**config.mk**
```make
export PLATFORM = sky130hd
export DESIGN_NAME = tmr_periodic
export DESIGN_NICKNAME = d
export VERILOG_FILES = /design/src/rtl/tmr_pkg.sv /design/src/rtl/tmr_prescaler.sv /design/src/rtl/tmr_down_counter.sv /design/src/rtl/tmr_regs.sv /design/src/rtl/tmr_periodic.sv
export SDC_FILE = /design/constraint.sdc
export NUM_CORES = 1
export LEC_CHECK = 0
export BUFFER_PORTS_ARGS = -buffer_cell sky130_fd_sc_hd__buf_2
export CAP_MARGIN = 10
export CORE_MARGIN = 10
export CORE_UTILIZATION = 62
export DETAILED_ROUTE_END_ITERATION = 12
export HOLD_SLACK_MARGIN = 0.12
export PLACE_DENSITY = 0.94
export REMOVE_ABC_BUFFERS = 1
export SYNTH_ARGS = -nofsm -noshare
export SYNTH_HDL_FRONTEND = slang
export SYNTH_HIERARCHICAL = 1
export SYNTH_SLANG_ARGS = --single-unit
```
**constraint.sdc**
```tcl
create_clock -name clk -period 6 [get_ports clk]
set_input_delay 1.2 -clock clk [delete_from_list [all_inputs] [get_ports clk]]
set_output_delay 1.2 -clock clk [all_outputs]
set_load 0.02 [all_outputs]
```
**src/rtl/tmr_pkg.sv**
```systemverilog
package tmr_pkg;
   // register byte offsets
   localparam int unsigned OFS_FLAG   = 'h00;
   localparam int unsigned OFS_PERIOD = 'h10;
   localparam int unsigned OFS_CTRL   = 'h18;
   // control bit positions
   localparam int unsigned CTL_RUN_BIT = 7;
   localparam int unsigned CTL_REP_BIT = 4;
   localparam int unsigned FLAG_BIT    = 0;

   typedef enum logic [1:0] {
      SEL_NONE,
      SEL_FLAG,
      SEL_PERIOD,
      SEL_CTRL
   } reg_sel_e;
endpackage

```
**src/rtl/tmr_prescaler.sv**
```systemverilog
module tmr_prescaler #(
   parameter int unsigned SEL_W = 4,
   localparam int unsigned CNT_W = 2 ** SEL_W
) (
   input  logic             clk,
   input  logic             rst_n,
   input  logic             run,
   input  logic             restart,
   input  logic [SEL_W-1:0] sel,
   output logic             tick
);
   logic [CNT_W-1:0] div_q;
   logic [CNT_W-1:0] mask;

   // bit i of the divider takes part in the tick match when i <= sel
   for (genvar i = 0; i < CNT_W; i++) begin : g_mask
      localparam logic [SEL_W:0] IDX = i;
      assign mask[i] = (IDX <= {1'b0, sel});
   end

   assign tick = run && ((div_q & mask) == mask);

   always_ff @(posedge clk or negedge rst_n) begin
      if (!rst_n)       div_q <= '0;
      else if (restart) div_q <= '0;
      else if (run)     div_q <= div_q + 1'b1;
   end
endmodule

```
**src/rtl/tmr_down_counter.sv**
```systemverilog
module tmr_down_counter #(
   parameter int unsigned CNT_W = 32
) (
   input  logic             clk,
   input  logic             rst_n,
   input  logic             tick,
   input  logic             restart,
   input  logic [CNT_W-1:0] start_val,
   input  logic [CNT_W-1:0] period,
   input  logic             repeat_mode,
   output logic             expire,
   output logic [CNT_W-1:0] count
);
   logic [CNT_W-1:0] cnt_q;
   logic [CNT_W-1:0] cnt_d;

   // a count of 1 or 0 runs out on this tick
   assign expire = tick && (cnt_q <= CNT_W'(1));
   assign count  = cnt_q;

   always_comb begin
      cnt_d = cnt_q;
      if (restart)     cnt_d = start_val;
      else if (expire) cnt_d = repeat_mode ? period : '0;
      else if (tick)   cnt_d = cnt_q - 1'b1;
   end

   always_ff @(posedge clk or negedge rst_n) begin
      if (!rst_n) cnt_q <= '0;
      else        cnt_q <= cnt_d;
   end
endmodule

```
**src/rtl/tmr_regs.sv**
```systemverilog
module tmr_regs
   import tmr_pkg::*;
#(
   parameter int unsigned ADDR_W = 8,
   parameter int unsigned DATA_W = 32,
   parameter int unsigned CNT_W  = 32,
   parameter int unsigned SEL_W  = 4
) (
   input  logic              clk,
   input  logic              rst_n,
   input  logic [ADDR_W-1:0] bus_addr,
   input  logic              bus_wr,
   input  logic [DATA_W-1:0] bus_wdata,
   input  logic              bus_rd,
   output logic [DATA_W-1:0] bus_rdata,
   input  logic              expire,
   output logic              run,
   output logic              repeat_mode,
   output logic [SEL_W-1:0]  div_sel,
   output logic              restart,
   output logic [CNT_W-1:0]  start_val,
   output logic [CNT_W-1:0]  period,
   output logic              flag
);
   reg_sel_e          sel;
   logic              wr_flag, wr_period, wr_ctrl;
   logic              run_d;
   logic [DATA_W-1:0] rd_val;

   always_comb begin
      unique case (bus_addr)
         ADDR_W'(OFS_FLAG):   sel = SEL_FLAG;
         ADDR_W'(OFS_PERIOD): sel = SEL_PERIOD;
         ADDR_W'(OFS_CTRL):   sel = SEL_CTRL;
         default:             sel = SEL_NONE;
      endcase
   end

   assign wr_flag   = bus_wr && (sel == SEL_FLAG);
   assign wr_period = bus_wr && (sel == SEL_PERIOD);
   assign wr_ctrl   = bus_wr && (sel == SEL_CTRL);

   assign restart   = wr_period || (wr_ctrl && bus_wdata[CTL_RUN_BIT] && !run);
   assign start_val = wr_period ? bus_wdata[CNT_W-1:0] : period;

   // a control write overrides the single-shot auto-clear
   always_comb begin
      run_d = run;
      if (wr_ctrl)                    run_d = bus_wdata[CTL_RUN_BIT];
      else if (expire && !repeat_mode) run_d = 1'b0;
   end

   always_ff @(posedge clk or negedge rst_n) begin
      if (!rst_n) begin
         run         <= 1'b0;
         repeat_mode <= 1'b0;
         div_sel     <= '0;
         period      <= '0;
         flag        <= 1'b0;
      end else begin
         run <= run_d;
         if (wr_ctrl) begin
            repeat_mode <= bus_wdata[CTL_REP_BIT];
            div_sel     <= bus_wdata[SEL_W-1:0];
         end
         if (wr_period) period <= bus_wdata[CNT_W-1:0];
         // expiry wins over a same-edge clear
         flag <= (flag && !(wr_flag && bus_wdata[FLAG_BIT])) || expire;
      end
   end

   always_comb begin
      rd_val = '0;
      unique case (sel)
         SEL_FLAG:   rd_val[FLAG_BIT] = flag;
         SEL_PERIOD: rd_val[CNT_W-1:0] = period;
         SEL_CTRL: begin
            rd_val[CTL_RUN_BIT] = run;
            rd_val[CTL_REP_BIT] = repeat_mode;
            rd_val[SEL_W-1:0]   = div_sel;
         end
         default:    rd_val = '0;
      endcase
   end

   always_ff @(posedge clk or negedge rst_n) begin
      if (!rst_n) bus_rdata <= '0;
      else        bus_rdata <= bus_rd ? rd_val : '0;
   end
endmodule

```
**src/rtl/tmr_periodic.sv**
```systemverilog
module tmr_periodic #(
   parameter int unsigned ADDR_W = 8,
   parameter int unsigned DATA_W = 32,
   parameter int unsigned CNT_W  = 32,
   parameter int unsigned SEL_W  = 4
) (
   input  logic              clk,
   input  logic              rst_n,
   input  logic [ADDR_W-1:0] bus_addr,
   input  logic              bus_wr,
   input  logic [DATA_W-1:0] bus_wdata,
   input  logic              bus_rd,
   output logic [DATA_W-1:0] bus_rdata,
   output logic              irq_o
);
   if (DATA_W < 8)         $error("DATA_W must hold the control bits");
   if (CNT_W > DATA_W)     $error("CNT_W must not exceed DATA_W");
   if (SEL_W > 4)          $error("divider select overlaps the mode bit");
   if (ADDR_W < 5)         $error("ADDR_W too small for the register offsets");

   logic             run, repeat_mode, restart, tick, expire, flag;
   logic [SEL_W-1:0] div_sel;
   logic [CNT_W-1:0] start_val, period, count;

   tmr_regs #(
      .ADDR_W(ADDR_W), .DATA_W(DATA_W), .CNT_W(CNT_W), .SEL_W(SEL_W)
   ) u_regs (
      .clk(clk), .rst_n(rst_n),
      .bus_addr(bus_addr), .bus_wr(bus_wr), .bus_wdata(bus_wdata),
      .bus_rd(bus_rd), .bus_rdata(bus_rdata),
      .expire(expire), .run(run), .repeat_mode(repeat_mode),
      .div_sel(div_sel), .restart(restart), .start_val(start_val),
      .period(period), .flag(flag)
   );

   tmr_prescaler #(.SEL_W(SEL_W)) u_psc (
      .clk(clk), .rst_n(rst_n), .run(run), .restart(restart),
      .sel(div_sel), .tick(tick)
   );

   tmr_down_counter #(.CNT_W(CNT_W)) u_cnt (
      .clk(clk), .rst_n(rst_n), .tick(tick), .restart(restart),
      .start_val(start_val), .period(period), .repeat_mode(repeat_mode),
      .expire(expire), .count(count)
   );

   assign irq_o = flag;
endmodule

```
# After elaboration in Yosys (flattened, before gate mapping)
# Index checks and enable logic that the tools add are counted.
dict set report word_totals {
  register_bits 119
  in_bits 44
  out_inout_bits 33
  elab_cells 68
}
dict set report classes {
  add_sub_neg 2
  order_cmp 16
  eq_ne 6
  n_mux 16
  bitwise 1
  reduce_logical 19
}
# op count
set op_table {}
lappend op_table {{two-way mux 32 bit} 6}
lappend op_table {{less-or-equal comparator 32 x 1 -> 1 bit, second input constant} 1}
lappend op_table {{less-or-equal comparator 4 bit, first input constant} 8}
lappend op_table {{two-way mux 16 bit} 2}
lappend op_table {{subtractor 32 x 1 -> 32 bit, second input constant} 1}
lappend op_table {{two-way mux 24 bit} 1}
lappend op_table {{adder 16 x 1 -> 16 bit, second input constant} 1}
lappend op_table {{AND 16 bit} 1}
lappend op_table {{equality test 16 bit} 1}
lappend op_table {{equality test 8 x 5 -> 1 bit, second input constant} 2}
lappend op_table {{less-or-equal comparator 3 x 4 -> 1 bit, first input constant} 4}
lappend op_table {{logical AND 1 bit} 10}
lappend op_table {{less-or-equal comparator 2 x 4 -> 1 bit, first input constant} 2}
lappend op_table {{zero test 8 bit} 1}
lappend op_table {{one-hot mux 4 bit (2 select lines)} 1}
lappend op_table {{one-hot mux 2 bit (3 select lines)} 1}
lappend op_table {{equality test 2 bit, second input constant} 2}
lappend op_table {{less-or-equal comparator 1 x 4 -> 1 bit, first input constant} 1}
lappend op_table {{nonzero test 2 bit} 2}
lappend op_table {{zero test 1 bit} 3}
lappend op_table {{one-hot mux 1 bit (3 select lines)} 1}
lappend op_table {{nonzero test 3 bit} 1}
lappend op_table {{equality test 2 x 1 -> 1 bit, second input constant} 1}
lappend op_table {{logical OR 1 bit} 2}
lappend op_table {{other kinds (3)} 4}

# Logic depth before layout (Yosys ltp)
dict set report depth {
  depth_word 8
  mapped_depth 12
  ltp_nobuf 10
}

# Cells and area by module
# The synthesis kept the hierarchy.
# module n_inst cells_each area_per_inst_um2
set modules_own_cells {}
lappend modules_own_cells {tmr_regs 1 182 2817.7}
lappend modules_own_cells {tmr_down_counter 1 296 2402.3}
lappend modules_own_cells {tmr_prescaler 1 106 980.9}

# Worst setup path before layout
# No wires, ideal clock.
dict set report synth_timing {
  kind {input port to flip-flop}
  start {input port bus_addr[7]}
  end {register u_cnt.cnt_q[11] (netlist: u_cnt/count[11])}
  arrival_time_ns 4.352
  required_time_ns 5.874
  setup_slack_ns 1.521
  stages 10
  n_path_buf 4
  path_cell_list {or4_4 > buf_6 > a2111oi_0 > inv_1 > and3_1 > clkbuf_1 > and2_1 > buf_4 > buf_6 > a221o_2}
}
dict set report synth_between {
  elab_chain_len 8
  word_cells_on_any_way 14
  cone_classes {eq/ne (4); mux (3); reduce/logical (7)}
}
# element line
set synth_lines {}
lappend synth_lines {{from (decl)} tmr_periodic.sv:9} ;# input logic [ADDR_W-1:0] bus_addr,
lappend synth_lines {{equality test 8 x 5 -> 1 bit / zero test 8 bit (equally long branches)} tmr_regs.sv:31} ;# unique case (bus_addr)
lappend synth_lines {{one-hot mux 2 bit (3 select lines) *} tmr_regs.sv:31}
lappend synth_lines {{equality test 2 bit} tmr_regs.sv:41} ;# assign wr_ctrl = bus_wr && (sel == SEL_CTRL);
lappend synth_lines {{logical AND 1 bit} tmr_regs.sv:41}
lappend synth_lines {{logical AND 1 bit (2 in series)} tmr_regs.sv:43} ;# assign restart = wr_period || (wr_ctrl && bus_wdata[CTL_RUN_BIT] && !run);
lappend synth_lines {{logical OR 1 bit *} tmr_regs.sv:43}
lappend synth_lines {{net restart} tmr_periodic.sv:21} ;# logic run, repeat_mode, restart, tick, expire, flag;
lappend synth_lines {{nonzero test 3 bit (no line) / two-way mux 32 bit (equally long branches)} --}
lappend synth_lines {{to (signal assigned)} tmr_down_counter.sv:30} ;# else cnt_q <= cnt_d;
lappend synth_lines {{to (decl)} tmr_down_counter.sv:14} ;# logic [CNT_W-1:0] cnt_q;
# The timed path passes the listed nets; every way through them passes the cells marked *.
# A chain may end at the register's enable or synchronous reset.

# Final worst setup path
dict set report layout_timing {
  start {register u_regs.div_sel[1]}
  end {register u_cnt.cnt_q[10] (netlist: u_cnt/count[10])}
}
dict set report layout_between {
  elab_chain_len 7
  word_cells_on_any_way 22
  cone_classes {order compare (15); eq/ne (1); mux (2); bitwise (1); reduce/logical (3)}
}
# element line
set layout_lines {}
lappend layout_lines {{from (decl)} tmr_regs.sv:19} ;# output logic [SEL_W-1:0] div_sel,
lappend layout_lines {{from (signal assigned)} tmr_regs.sv:64} ;# div_sel <= bus_wdata[SEL_W-1:0];
lappend layout_lines {{less-or-equal comparator 1 x 4 -> 1 bit (tied with other cells)} tmr_prescaler.sv:18} ;# assign mask[i] = (IDX <= {1'b0, sel});
lappend layout_lines {{AND 16 bit} tmr_prescaler.sv:21} ;# assign tick = run && ((div_q & mask) == mask);
lappend layout_lines {{equality test 16 bit *} tmr_prescaler.sv:21}
lappend layout_lines {{logical AND 1 bit *} tmr_prescaler.sv:21}
lappend layout_lines {{net tick} tmr_periodic.sv:21}
lappend layout_lines {{logical AND 1 bit} tmr_down_counter.sv:18} ;# assign expire = tick && (cnt_q <= CNT_W'(1));
lappend layout_lines {{two-way mux 32 bit} tmr_down_counter.sv:24} ;# else if (expire) cnt_d = repeat_mode ? period : '0;
lappend layout_lines {{two-way mux 32 bit} tmr_down_counter.sv:23} ;# if (restart) cnt_d = start_val;
# Marks and branches as above.

==> impl_results.md <==
- Hold Crit Depth: 1
- Max Cap Viol: 0
- Relative slew slack: 19.4%
- Worst Skew: 7.76 ps
- Boundary pin count: 77
- WL final: 15900 um
- Average size of a mapped cell: 10.6 sq um
- FF+latch count, synth: 119
- FF-to-FF path depth: 9
- WP data required: 6460 ps
- Die H: 120 um
- DRT iter0 DRCs: 590
- Number of detailed-route iterations in the first pass: 7
- Peak VDD IR: 263 uV
- # clock sinks: 119
- Fin area: 7190 sq um
- Status: completed
- Util after Layout: 73.5%
- Reg-to-reg slack, setup: 1790 ps
- Layout Nets: 697
- CP max FO: 18
- Hold bufs inserted after CTS: 0
- Number of synthesized flops with an enable pin: 0
- Syn Inst Count: 584
- CTS tree: built
- Post-synthesis sequential area ratio: 48.0%
- Core area: 9770 sq um
- Synthesis-to-layout area growth: 15.9%
- Fmax: 238 MHz
- Htree depth: 4
- Final Cycle Share: 70.2%
- Vias in the first global route: 5106
- Post-CTS Setup Inserts: 0
- Largest net degree at the start of global routing: 81
- Detail Route Antenna Nets: 0
- Die X: 120 um
- Commonest non-fill, non-tap cell in the layout: dfrtp_1
- CTS Buffer Depth: 2
- First-pass GRT wire length: 25700 um
- GR Util All Layers: 21.7%
- Most frequent cells in the layout: 119 x dfrtp_1, 75 x buf_2, 52 x nand2_1
- Drt drc: 0
- Total global routing overflow: 0
- Post-route minimum period: 4210 ps
- Worst Hold Path EP: u_regs/bus_rdata[26]
- DR vias/cell: 6.47
- Routed vias: 5147
- Initial Util: 63.4%
- ANT cells: 0
- Row Count: 36
- Clock Tree Root: clkbuf_8
- Post-synth cell types: 63
- GP Congestion: 0.918
- CTS buffer count: 17
- I/O Buffers: 76
- Critical path class: reg2reg
- Reg-to-Reg Start: u_regs/div_sel[1]
- Reg clk slew, reported paths: 60 ps
- Static leakage: 0.00336 uW
- Slew @ Worst Pin: 1200 ps
- DP Area: 6600 sq um
- Yosys warns: 6
- RSZ-0062 raised after global routing: no
- Initial antenna violation count: 0
- DP Wirelength: 10300 um
- Post-CTS Resized: 0
- Area of the die: 14400 sq um
- Hold crit path type: reg2reg
- Reg-to-reg endpoint: u_cnt/count[10]
- Crit start category: flop
- Final hold violations: 0
- WHS: 511 ps
- Final Max Slew Viols: 0
- Final setup viols: 0
- Crit. End Element: flop
- Fill cell count: 655
- Skew-Pair Late Insertion Delay: 530 ps
- Fraction of registers with async set/reset: 100%
- Ys flop type: dfrtp_1
- Pwr Density: 391 nW/um^2
- WL per Instance: 20.0 um
- Tot Pwr: 2810 uW
- Worst Path Arrival: 4670 ps
- Hold_sp: u_regs/period[26]
- Layout cells sized above 1: 26.3%
- Post-synthesis cell area: 6200 sq um
[cells by family after synthesis]
| logic type | count (synthesis) | share of synthesized area (%) |
|---|---|---|
| adders and majority gates | 3 | 0.605 |
| xor gates and xnor gates | 35 | 4.94 |
| buffers and inverters | 43 | 3.71 |
| DFF | 119 | 48.0 |
| muxes | 42 | 9.36 |
| and+or+nand+nor | 234 | 21.2 |
| AOI/OAI and AO/OA | 108 | 12.1 |
[registers in the layout, summed over array words and instances, names as in the netlist]
signal and cells:
u_regs/div_sel 4, u_regs/flag 1, u_regs/run 1, u_psc/div_q 16
u_regs/bus_rdata 32, u_regs/period 32, u_cnt/count 32, u_regs/repeat_mode 1
[per-layer routing]
layer,GRT usage [%],part of all wire [%],vias up
li1,-,-,2255
met4,7.62,2.5,0
met2,36.3,49,351
met3,5.72,8.7,60
met5,0,0,-
met1,26.4,39,2481
[through the flow]
stage          setup slack, ps  setup TNS (ps)  cells
6_report                  1790               0    795
3_3_place_gp              1870               0    764
4_1_cts                   1940               0    795
2_1_floorplan            -6430         -269120    550
3_5_place_dp              1770               0    764
5_1_grt                   1560               0    795
[area by class of cell]
type                            instances  area [sq um]  area share (%)
Multi-Input combinational cell        422          3000            41.7
Sequential cell                       119          2980            41.4
Timing Repair Buffer                   81           420            5.85
Clock buffer                           17           414            5.76
Clock inverter                         14           175            2.44
Tap cell                              133           166            2.32
Inverter                                9          33.8           0.470
[Yosys cell counts, drive strengths merged (15+ instances only)]
cell | n | area share [%]
dfrtp | 119 | 48
nand2 | 52 | 3.1
mux2 | 38 | 8.7
nand3 | 35 | 2.8
nor2 | 34 | 2.1
o21ai | 33 | 2.7
and2 | 29 | 2.9
xor2 | 20 | 2.8
clkbuf | 19 | 1.2
a21oi | 18 | 1.5
a221o | 18 | 2.9
buf | 15 | 2.0
nor4 | 15 | 2.4
xnor2 | 15 | 2.1
[worst max path at each step]
| stage | startpoint | end | slack [ps] | depth (start not counted) |
|---|---|---|---|---|
| floorplan | bus_addr[7] | u_cnt/count[11] | -6430 | 6 |
| global placement | bus_addr[7] | u_psc/div_q[15] | 1870 | 8 |
| detailed placement | bus_addr[7] | u_psc/div_q[13] | 1770 | 8 |
| CTS | u_regs/div_sel[1] | u_cnt/count[10] | 1940 | 9 |
| global route | u_regs/div_sel[1] | u_cnt/count[12] | 1560 | 9 |
| finish | u_regs/div_sel[1] | u_cnt/count[10] | 1790 | 9 |
[where the power goes]
part	leakage (uW)	switching (uW)	internal, uW
clock network	0.000281	378	634
logic	0.00149	431	282
registers	0.00159	173	914
[critical path, stage by stage, from the launching register on]
cell      delay, ps
dfrtp_1         490
nor4b_1         380
a311oi_1        100
a211oi_1        200
and3_1          380
nor4b_1         270
o21ai_1         270
nor4_2         1020
and2_1          720
a221o_1         290
Note: power is estimated with default switching activity, not from simulation.
